[src/rtl/cfgdma_pkg.sv]
package cfgdma_pkg;
    localparam int REG_W   = 32;
    localparam int LANES   = REG_W / 8;
    localparam int ADDR_W  = 2 * REG_W;
    localparam int LEN_W   = REG_W;
    localparam int CTL_W   = 2;
    localparam int OFF_W   = 4;

    localparam int CTL_ERR_BIT = 0;
    localparam int CTL_RUN_BIT = 1;
    localparam logic [CTL_W-1:0] CTL_GO = 2'b10;

    typedef enum logic [1:0] {
        SLOT_DST_LO = 2'd0,
        SLOT_DST_HI = 2'd1,
        SLOT_COUNT  = 2'd2,
        SLOT_CTRL   = 2'd3
    } slot_e;

    typedef struct packed {
        logic             en;
        slot_e            slot;
        logic [REG_W-1:0] val;
    } reg_wr_t;
endpackage

[src/rtl/cfgdma_bus_decode.sv]
module cfgdma_bus_decode
    import cfgdma_pkg::*;
(
    input  logic              bus_valid,
    input  logic              bus_write,
    input  logic [OFF_W-1:0]  bus_off,
    input  logic [LANES-1:0]  bus_be,
    input  logic [REG_W-1:0]  bus_wdata,
    input  logic [ADDR_W-1:0] dst,
    input  logic [LEN_W-1:0]  count,
    input  logic [CTL_W-1:0]  ctrl,
    output reg_wr_t           wr,
    output logic [REG_W-1:0]  bus_rdata
);
    logic             accept;
    logic             rd_ok;
    logic [REG_W-1:0] rd_sel;
    logic [REG_W-1:0] wr_swapped;
    logic [REG_W-1:0] rd_swapped;

    assign accept = bus_valid && (bus_off[1:0] == 2'b00) && (bus_be == '1);
    assign rd_ok  = accept && !bus_write;

    always_comb begin
        case (slot_e'(bus_off[3:2]))
            SLOT_DST_LO: rd_sel = dst[REG_W-1:0];
            SLOT_DST_HI: rd_sel = dst[ADDR_W-1:REG_W];
            SLOT_COUNT:  rd_sel = count;
            default:     rd_sel = {{(REG_W-CTL_W){1'b0}}, ctrl};
        endcase
    end

    for (genvar b = 0; b < LANES; b++) begin : g_lane
        assign wr_swapped[8*b +: 8] = bus_wdata[8*(LANES-1-b) +: 8];
        assign rd_swapped[8*b +: 8] = rd_sel[8*(LANES-1-b) +: 8];
    end

    assign wr.en     = accept && bus_write;
    assign wr.slot   = slot_e'(bus_off[3:2]);
    assign wr.val    = wr_swapped;
    assign bus_rdata = rd_ok ? rd_swapped : '0;
endmodule

[src/rtl/cfgdma_regfile.sv]
module cfgdma_regfile
    import cfgdma_pkg::*;
(
    input  logic              clk,
    input  logic              rst,
    input  reg_wr_t           wr,
    input  logic              busy,
    input  logic              step,
    input  logic              fail,
    output logic [ADDR_W-1:0] dst,
    output logic [LEN_W-1:0]  count,
    output logic [CTL_W-1:0]  ctrl,
    output logic              start,
    output logic              last
);
    logic             wr_ok;
    logic [CTL_W-1:0] ctl_val;

    assign wr_ok   = wr.en && !busy;
    assign ctl_val = wr.val[CTL_W-1:0];
    assign start   = wr_ok && (wr.slot == SLOT_CTRL) && (ctl_val == CTL_GO) && (count != '0);
    assign last    = (count == LEN_W'(1));

    always_ff @(posedge clk) begin
        if (rst) begin
            dst   <= '0;
            count <= '0;
            ctrl  <= '0;
        end else begin
            if (wr_ok) begin
                case (wr.slot)
                    SLOT_DST_LO: dst[REG_W-1:0]      <= wr.val;
                    SLOT_DST_HI: dst[ADDR_W-1:REG_W] <= wr.val;
                    SLOT_COUNT:  count               <= wr.val;
                    default:     ctrl <= (ctl_val == CTL_GO && count == '0) ? '0 : ctl_val;
                endcase
            end
            if (step) begin
                dst   <= dst + ADDR_W'(1);
                count <= count - LEN_W'(1);
                if (last) ctrl <= '0;
            end
            if (fail) ctrl[CTL_ERR_BIT] <= 1'b1;
        end
    end

    p_step_r6: assert property (@(posedge clk) disable iff (rst)
        step |=> (dst == $past(dst) + ADDR_W'(1)) && (count == $past(count) - LEN_W'(1)));

    p_freeze_r8: assert property (@(posedge clk) disable iff (rst)
        fail |=> ctrl[CTL_ERR_BIT] && (dst == $past(dst)) && (count == $past(count)));

    p_empty_start_r10: assert property (@(posedge clk) disable iff (rst)
        (wr_ok && wr.slot == SLOT_CTRL && ctl_val == CTL_GO && count == '0) |=> (ctrl == '0));
endmodule

[src/rtl/cfgdma_mover.sv]
module cfgdma_mover
    import cfgdma_pkg::*;
(
    input  logic clk,
    input  logic rst,
    input  logic start,
    input  logic last,
    input  logic mem_ack,
    input  logic mem_err,
    output logic busy,
    output logic step,
    output logic fail
);
    typedef enum logic {MV_IDLE, MV_COPY} mv_state_e;
    mv_state_e state;

    assign busy = (state == MV_COPY);
    assign fail = busy && mem_err;
    assign step = busy && mem_ack && !mem_err;

    always_ff @(posedge clk) begin
        if (rst) begin
            state <= MV_IDLE;
        end else begin
            case (state)
                MV_IDLE: if (start) state <= MV_COPY;
                default: if (fail || (step && last)) state <= MV_IDLE;
            endcase
        end
    end

    p_hold_req_r6: assert property (@(posedge clk) disable iff (rst)
        (busy && !mem_ack && !mem_err) |=> busy);

    p_stop_on_err_r8: assert property (@(posedge clk) disable iff (rst)
        fail |=> !busy);
endmodule

[src/rtl/cfgdma_engine.sv]
module cfgdma_engine
    import cfgdma_pkg::*;
(
    input  logic              clk,
    input  logic              rst,
    input  logic              bus_valid,
    input  logic              bus_write,
    input  logic [OFF_W-1:0]  bus_off,
    input  logic [LANES-1:0]  bus_be,
    input  logic [REG_W-1:0]  bus_wdata,
    output logic [REG_W-1:0]  bus_rdata,
    input  logic [7:0]        src_data,
    output logic              src_take,
    output logic              mem_req,
    output logic [ADDR_W-1:0] mem_addr,
    output logic [7:0]        mem_wdata,
    input  logic              mem_ack,
    input  logic              mem_err
);
    reg_wr_t           wr;
    logic [ADDR_W-1:0] dst;
    logic [LEN_W-1:0]  count;
    logic [CTL_W-1:0]  ctrl;
    logic              start, last, busy, step, fail;

    cfgdma_bus_decode u_decode (
        .bus_valid (bus_valid),
        .bus_write (bus_write),
        .bus_off   (bus_off),
        .bus_be    (bus_be),
        .bus_wdata (bus_wdata),
        .dst       (dst),
        .count     (count),
        .ctrl      (ctrl),
        .wr        (wr),
        .bus_rdata (bus_rdata)
    );

    cfgdma_regfile u_regs (
        .clk   (clk),
        .rst   (rst),
        .wr    (wr),
        .busy  (busy),
        .step  (step),
        .fail  (fail),
        .dst   (dst),
        .count (count),
        .ctrl  (ctrl),
        .start (start),
        .last  (last)
    );

    cfgdma_mover u_mover (
        .clk     (clk),
        .rst     (rst),
        .start   (start),
        .last    (last),
        .mem_ack (mem_ack),
        .mem_err (mem_err),
        .busy    (busy),
        .step    (step),
        .fail    (fail)
    );

    assign mem_req   = busy;
    assign mem_addr  = dst;
    assign mem_wdata = src_data;
    assign src_take  = step;

    p_run_status_r9: assert property (@(posedge clk) disable iff (rst)
        mem_req |-> (ctrl == CTL_GO));

    p_count_live_r7: assert property (@(posedge clk) disable iff (rst)
        mem_req |-> (count != '0));

    p_err_no_copy_r11: assert property (@(posedge clk) disable iff (rst)
        ctrl[CTL_ERR_BIT] |-> !mem_req);
endmodule

[config.mk]
export PLATFORM = sky130hd
export DESIGN_NAME = cfgdma_engine
export DESIGN_NICKNAME = d
export VERILOG_FILES = /design/src/rtl/cfgdma_pkg.sv /design/src/rtl/cfgdma_bus_decode.sv /design/src/rtl/cfgdma_regfile.sv /design/src/rtl/cfgdma_mover.sv /design/src/rtl/cfgdma_engine.sv
export SDC_FILE = /design/constraint.sdc
export NUM_CORES = 1
export LEC_CHECK = 0
export ABC_AREA = 1
export CAP_MARGIN = 0
export CORE_AREA = 2 2 117 164
export CTS_CLUSTER_DIAMETER = 60
export DETAILED_ROUTE_END_ITERATION = 10
export DIE_AREA = 0 0 119 166
export DONT_BUFFER_PORTS = 1
export GPL_TIMING_DRIVEN = 0
export PLACE_DENSITY_LB_ADDON = 0.25
export SLEW_MARGIN = 30
export SYNTH_ARGS = -nofsm -noshare
export SYNTH_HDL_FRONTEND = slang
export SYNTH_SLANG_ARGS = --single-unit
export TNS_END_PERCENT = 1
[constraint.sdc]
create_clock -name clk -period 1.6 [get_ports clk]
set_clock_uncertainty 0.2 [all_clocks]
set_input_delay 0.08 -clock clk [delete_from_list [all_inputs] [get_ports clk]]
set_output_delay 0.08 -clock clk [all_outputs]
set_load 0.02 [all_outputs]
==> summary.md <==
| Metric | Value |
|---|---|
| Outcome | `complete, but fails checks` |
| Violated checks | `negative hold slack, negative setup slack` |
| Internal power | `roughly 3.6 mW` |
| Overall via count from detail_route | `between 10000 and 15000` |
| Path type of the worst min-delay path | `input pin to flip-flop` |
| Total Nets Final | `1530` |
| Synthesized instance count | `about 1400` |
| Clock buffers created by TritonCTS | `9` |
| Maximum net fanout on the critical path | `7` |
| TritonCTS clock tree | `built` |
| Area of all placed cells without fillers | `0.0104 mm²` |
| Unrepaired setup endpoints after global routing | `true` |
| Worst path required time | `between 1.5 and 2 ns` |
| CTS root buf | `sky130_fd_sc_hd__clkbuf_16` |
| Actual transition at the worst max-transition pin | `roughly 1 ns` |
| Hold violation count in the final report | `2` |
| Max-capacitance violation count | `0` |
| Power, Total | `~5 mW` |
| Gp weighted congestion | `around 1.0` |
| Sequential share of the synthesized area | `0.245` |
| Core Rows | `59` |
| CP Data Arrival Time | `slightly above 2 ns` |
| Number of remaining DRC errors | `0` |
| Estimated wirelength of the detail-placed design | `~34 mm` |
| Number of I/O port buffers | `0` |
| Placed cell areas | `between 0.008 and 0.009 mm²` |
| Flops & latches, synth | `99` |
| Area share of the largest cell type after synthesis | `0.245` |
| Initial core utilization | `0.440` |
| First-pass GRT wire length | `around 63 mm` |
| Sw Share | `0.278` |
| H-tree depth reported by CTS | `3` |
| Clock share of power | `0.447` |
| Core Area | `roughly 0.018 mm²` |
| Category of the worst setup path launch point | `flip-flop` |
| Relative contribution of sequential cells to total power | `0.473` |
| Mapped Nets | `roughly 1500` |
| Routed WL | `between 40 and 50 mm` |
| Yosys Warn Count | `0` |
| Cell leakage power | `about 3.8 nW` |
| Post-Route Utilization | `0.565` |
| Via count of the first global-routing pass | `10100` |
| Number of optimization iterations in the first detailed-route pass | `6` |
| Avg Synthesized Cell Area | `around 5.7 µm²` |
| Maximum number of pins on one net before global-route repair | `17` |
| Register clock-pin slew on the reported worst setup and hold paths | `around 0.080 ns` |
| Final setup violation count | `between 100 and 150` |
| Area of the die | `roughly 0.020 mm²` |
| VDD IR-drop max | `roughly 450 µV` |
| # clock sinks | `99` |
| Max Root-Sink Buffers | `2` |
| RR Startpoint | `u_regs.dst[0]` |
| I/O pin count | `between 150 and 200` |
| Kind of critical path | `flip-flop to flip-flop` |
| Final Max Tran Viols | `0` |
| Hold Worst Slack | `-0.0222 ns` |
| Number of antenna violations at the first check in global routing | `0` |
| Final worst path period share | `1.22` |
| Number of buffers inserted by hold repair at cts | `34` |
| Grt ovf | `0` |
| Antenna diode instance count | `0` |
| Combinational power share | `0.081` |
| Per-cell routed wire length | `around 25 µm` |
| Dominant cell type by area after synthesis | `sky130_fd_sc_hd__dfxtp_1` |
| Area Overhead vs Synth | `28.4%` |
| Worst-Skew Late Latency | `between 0.3 and 0.4 ns` |
| Share of post-route cells with drive strength above 1 | `0.252` |
| Worst-case setup margin in the final layout | `-0.345 ns` |
| Sw power | `about 1.4 mW` |
| Initial drt markers | `~1400` |
| Power per cell area | `about 480 mW/mm²` |
| Maximum clock frequency | `514 MHz` |
| Total standard cell area after synthesis | `0.00808 mm²` |
| Routed Antenna Nets | `0` |
| Die W | `119 µm` |
| Height of the chip | `about 170 µm` |
| Fill count | `slightly below 2000` |
| Critical Path Sink Type | `flip-flop` |
| Worst-case headroom to the max-slew limit | `0.328` |
| Via-per-instance ratio | `between 6 and 7` |
| Critical hold path startpoint | `bus_off[1]` |
| Launching element of the worst setup path | `u_regs.dst[0]` |
| Total global routing track utilization | `0.432` |
| Min Clock Period, post-route | `1.94 ns` |
| Count of unique library cells instantiated by Yosys | `42` |
| Main area contributors after synthesis | `sky130_fd_sc_hd__dfxtp_1, sky130_fd_sc_hd__nand2_1, sky130_fd_sc_hd__nor2_1` |
==> repair_timing <==
item / CTS / global route
hold endpoints to repair: 97 / 1
setup endpoints to repair: 132 / 132
setup buffers: 5 / 4
pin swaps: 12 / 20
resized for setup: 265 / 130
==> power by group through the flow <==
| stage | registers, mW | logic [mW] | clock network, mW |
|---|---|---|---|
| floorplan | 2.52 | 0.165 | 0 |
| global placement | 2.52 | 0.268 | 0 |
| detailed placement | 2.52 | 0.266 | 0 |
| CTS | 2.40 | 0.379 | 2.26 |
| global route | 2.38 | 0.414 | 2.33 |
| finish | 2.38 | 0.405 | 2.25 |
==> routing by layer <==
| metal | part of all wire | track usage |
|---|---|---|
| met5 | 0 | 0 |
| met3 | 0.096 | 0.0790 |
| met1 | 0.35 | 0.504 |
| met2 | 0.47 | 0.700 |
| met4 | 0.077 | 0.325 |
==> synth_stat cells, drive strengths merged <==
| master | number |
|---|---|
| a21boi | 1 |
| a21oi | 103 |
| a221oi | 2 |
| a31oi | 29 |
| and2 | 1 |
| and3 | 1 |
| buf | 32 |
| clkbuf | 31 |
| clkinv | 3 |
| dfxtp | 99 |
| ha | 4 |
| inv | 150 |
| nand2 | 379 |
| nand3 | 117 |
| nand3b | 3 |
| nand4 | 22 |
| nor2 | 226 |
| nor3 | 6 |
| nor3b | 1 |
| o211ai | 9 |
| o21ai | 150 |
| o21bai | 2 |
| o22ai | 26 |
| o31ai | 1 |
| or2 | 2 |
| xnor2 | 7 |
| xor2 | 11 |
==> metrics by stage <==
stage / TNS, ns / worst slack [ns] / instances
2_1_floorplan: -0.728 / -0.0557 / 1418
6_report: -23.48 / -0.345 / 1720
5_1_grt: -31.12 / -0.399 / 1720
3_5_place_dp: -58.65 / -0.782 / 1662
3_3_place_gp: -59.42 / -0.739 / 1662
4_1_cts: -21.84 / -0.337 / 1716
==> cell usage in the layout (no fill, tap or decap), types with 6 or more instances in the layout <==
cell type and n:
sky130_fd_sc_hd__clkbuf_2 9, sky130_fd_sc_hd__dfxtp_4 55, sky130_fd_sc_hd__clkbuf_1 13, sky130_fd_sc_hd__nor2_1 113
sky130_fd_sc_hd__dfxtp_1 32, sky130_fd_sc_hd__clkbuf_4 6, sky130_fd_sc_hd__o22ai_1 26, sky130_fd_sc_hd__o21ai_1 28
sky130_fd_sc_hd__nand3_1 109, sky130_fd_sc_hd__a31oi_1 18, sky130_fd_sc_hd__nand2_2 47, sky130_fd_sc_hd__o211ai_1 9
sky130_fd_sc_hd__buf_2 7, sky130_fd_sc_hd__dlygate4sd3_1 34, sky130_fd_sc_hd__xnor2_1 7, sky130_fd_sc_hd__nor2_2 64
sky130_fd_sc_hd__inv_2 16, sky130_fd_sc_hd__xor2_1 11, sky130_fd_sc_hd__nand2_1 318, sky130_fd_sc_hd__nand4_1 19
sky130_fd_sc_hd__nor2_4 48, sky130_fd_sc_hd__clkbuf_16 9, sky130_fd_sc_hd__a21oi_1 99, sky130_fd_sc_hd__dfxtp_2 12
sky130_fd_sc_hd__o21ai_0 120, sky130_fd_sc_hd__buf_6 12, sky130_fd_sc_hd__nand2_4 14, sky130_fd_sc_hd__a31oi_4 11
sky130_fd_sc_hd__inv_1 132, sky130_fd_sc_hd__buf_4 23
==> cell type report <==
class / count / area, µm² / share of cell area
buffer: 63 / 437 / 0.0421
multi-input combinational: 1103 / 6140 / 0.592
sequential: 99 / 2200 / 0.212
inverter: 153 / 589 / 0.0568
timing repair buffer: 43 / 420 / 0.0405
clock inverter: 3 / 23.8 / 0.00229
tap: 244 / 305 / 0.0294
clock buffer: 12 / 256 / 0.0247
==> flip-flops by register name (all words and copies together), names as in the netlist <==
register,count
u_regs.dst,64
u_regs.count,32
u_regs.ctrl,2
u_mover.busy,1
==> critical path, cell delays in order (launching register included) <==
cell and delay, ns:
sky130_fd_sc_hd__dfxtp_4 0.46, sky130_fd_sc_hd__ha_4 0.18, sky130_fd_sc_hd__nand3_4 0.13, sky130_fd_sc_hd__inv_6 0.12, sky130_fd_sc_hd__nand2_4 0.06, sky130_fd_sc_hd__nor2_4 0.19, sky130_fd_sc_hd__inv_2 0.08, sky130_fd_sc_hd__nor2_4 0.13
sky130_fd_sc_hd__nand2_1 0.07, sky130_fd_sc_hd__nand2_1 0.05, sky130_fd_sc_hd__nand3_1 0.07, sky130_fd_sc_hd__a21oi_1 0.12
==> kinds of logic (layout without fill, tap and decap cells) <==
group	Yosys count	count (layout)	share of synthesized area
AO/OA/AOI/OAI	323	323	0.213
AND/OR/NAND/NOR	758	758	0.406
XOR/XNOR	18	18	0.0195
buffers and inverters	216	274	0.109
flip-flops	99	99	0.245
adder cells (fa/ha/maj)	4	4	0.00619
==> worst paths after layout <==
| check | endpoint | slack (ns) | cells past startpoint |
|---|---|---|---|
| max | u_regs.dst[36] | -0.34 | 11 |
| min | u_regs.dst[31] | -0.02 | 5 |
| max reg2reg | u_regs.dst[36] | -0.34 | 11 |
| min reg2reg | u_regs.count[1] | 0.31 | 2 |
Note: power is estimated with default switching activity, not from simulation.
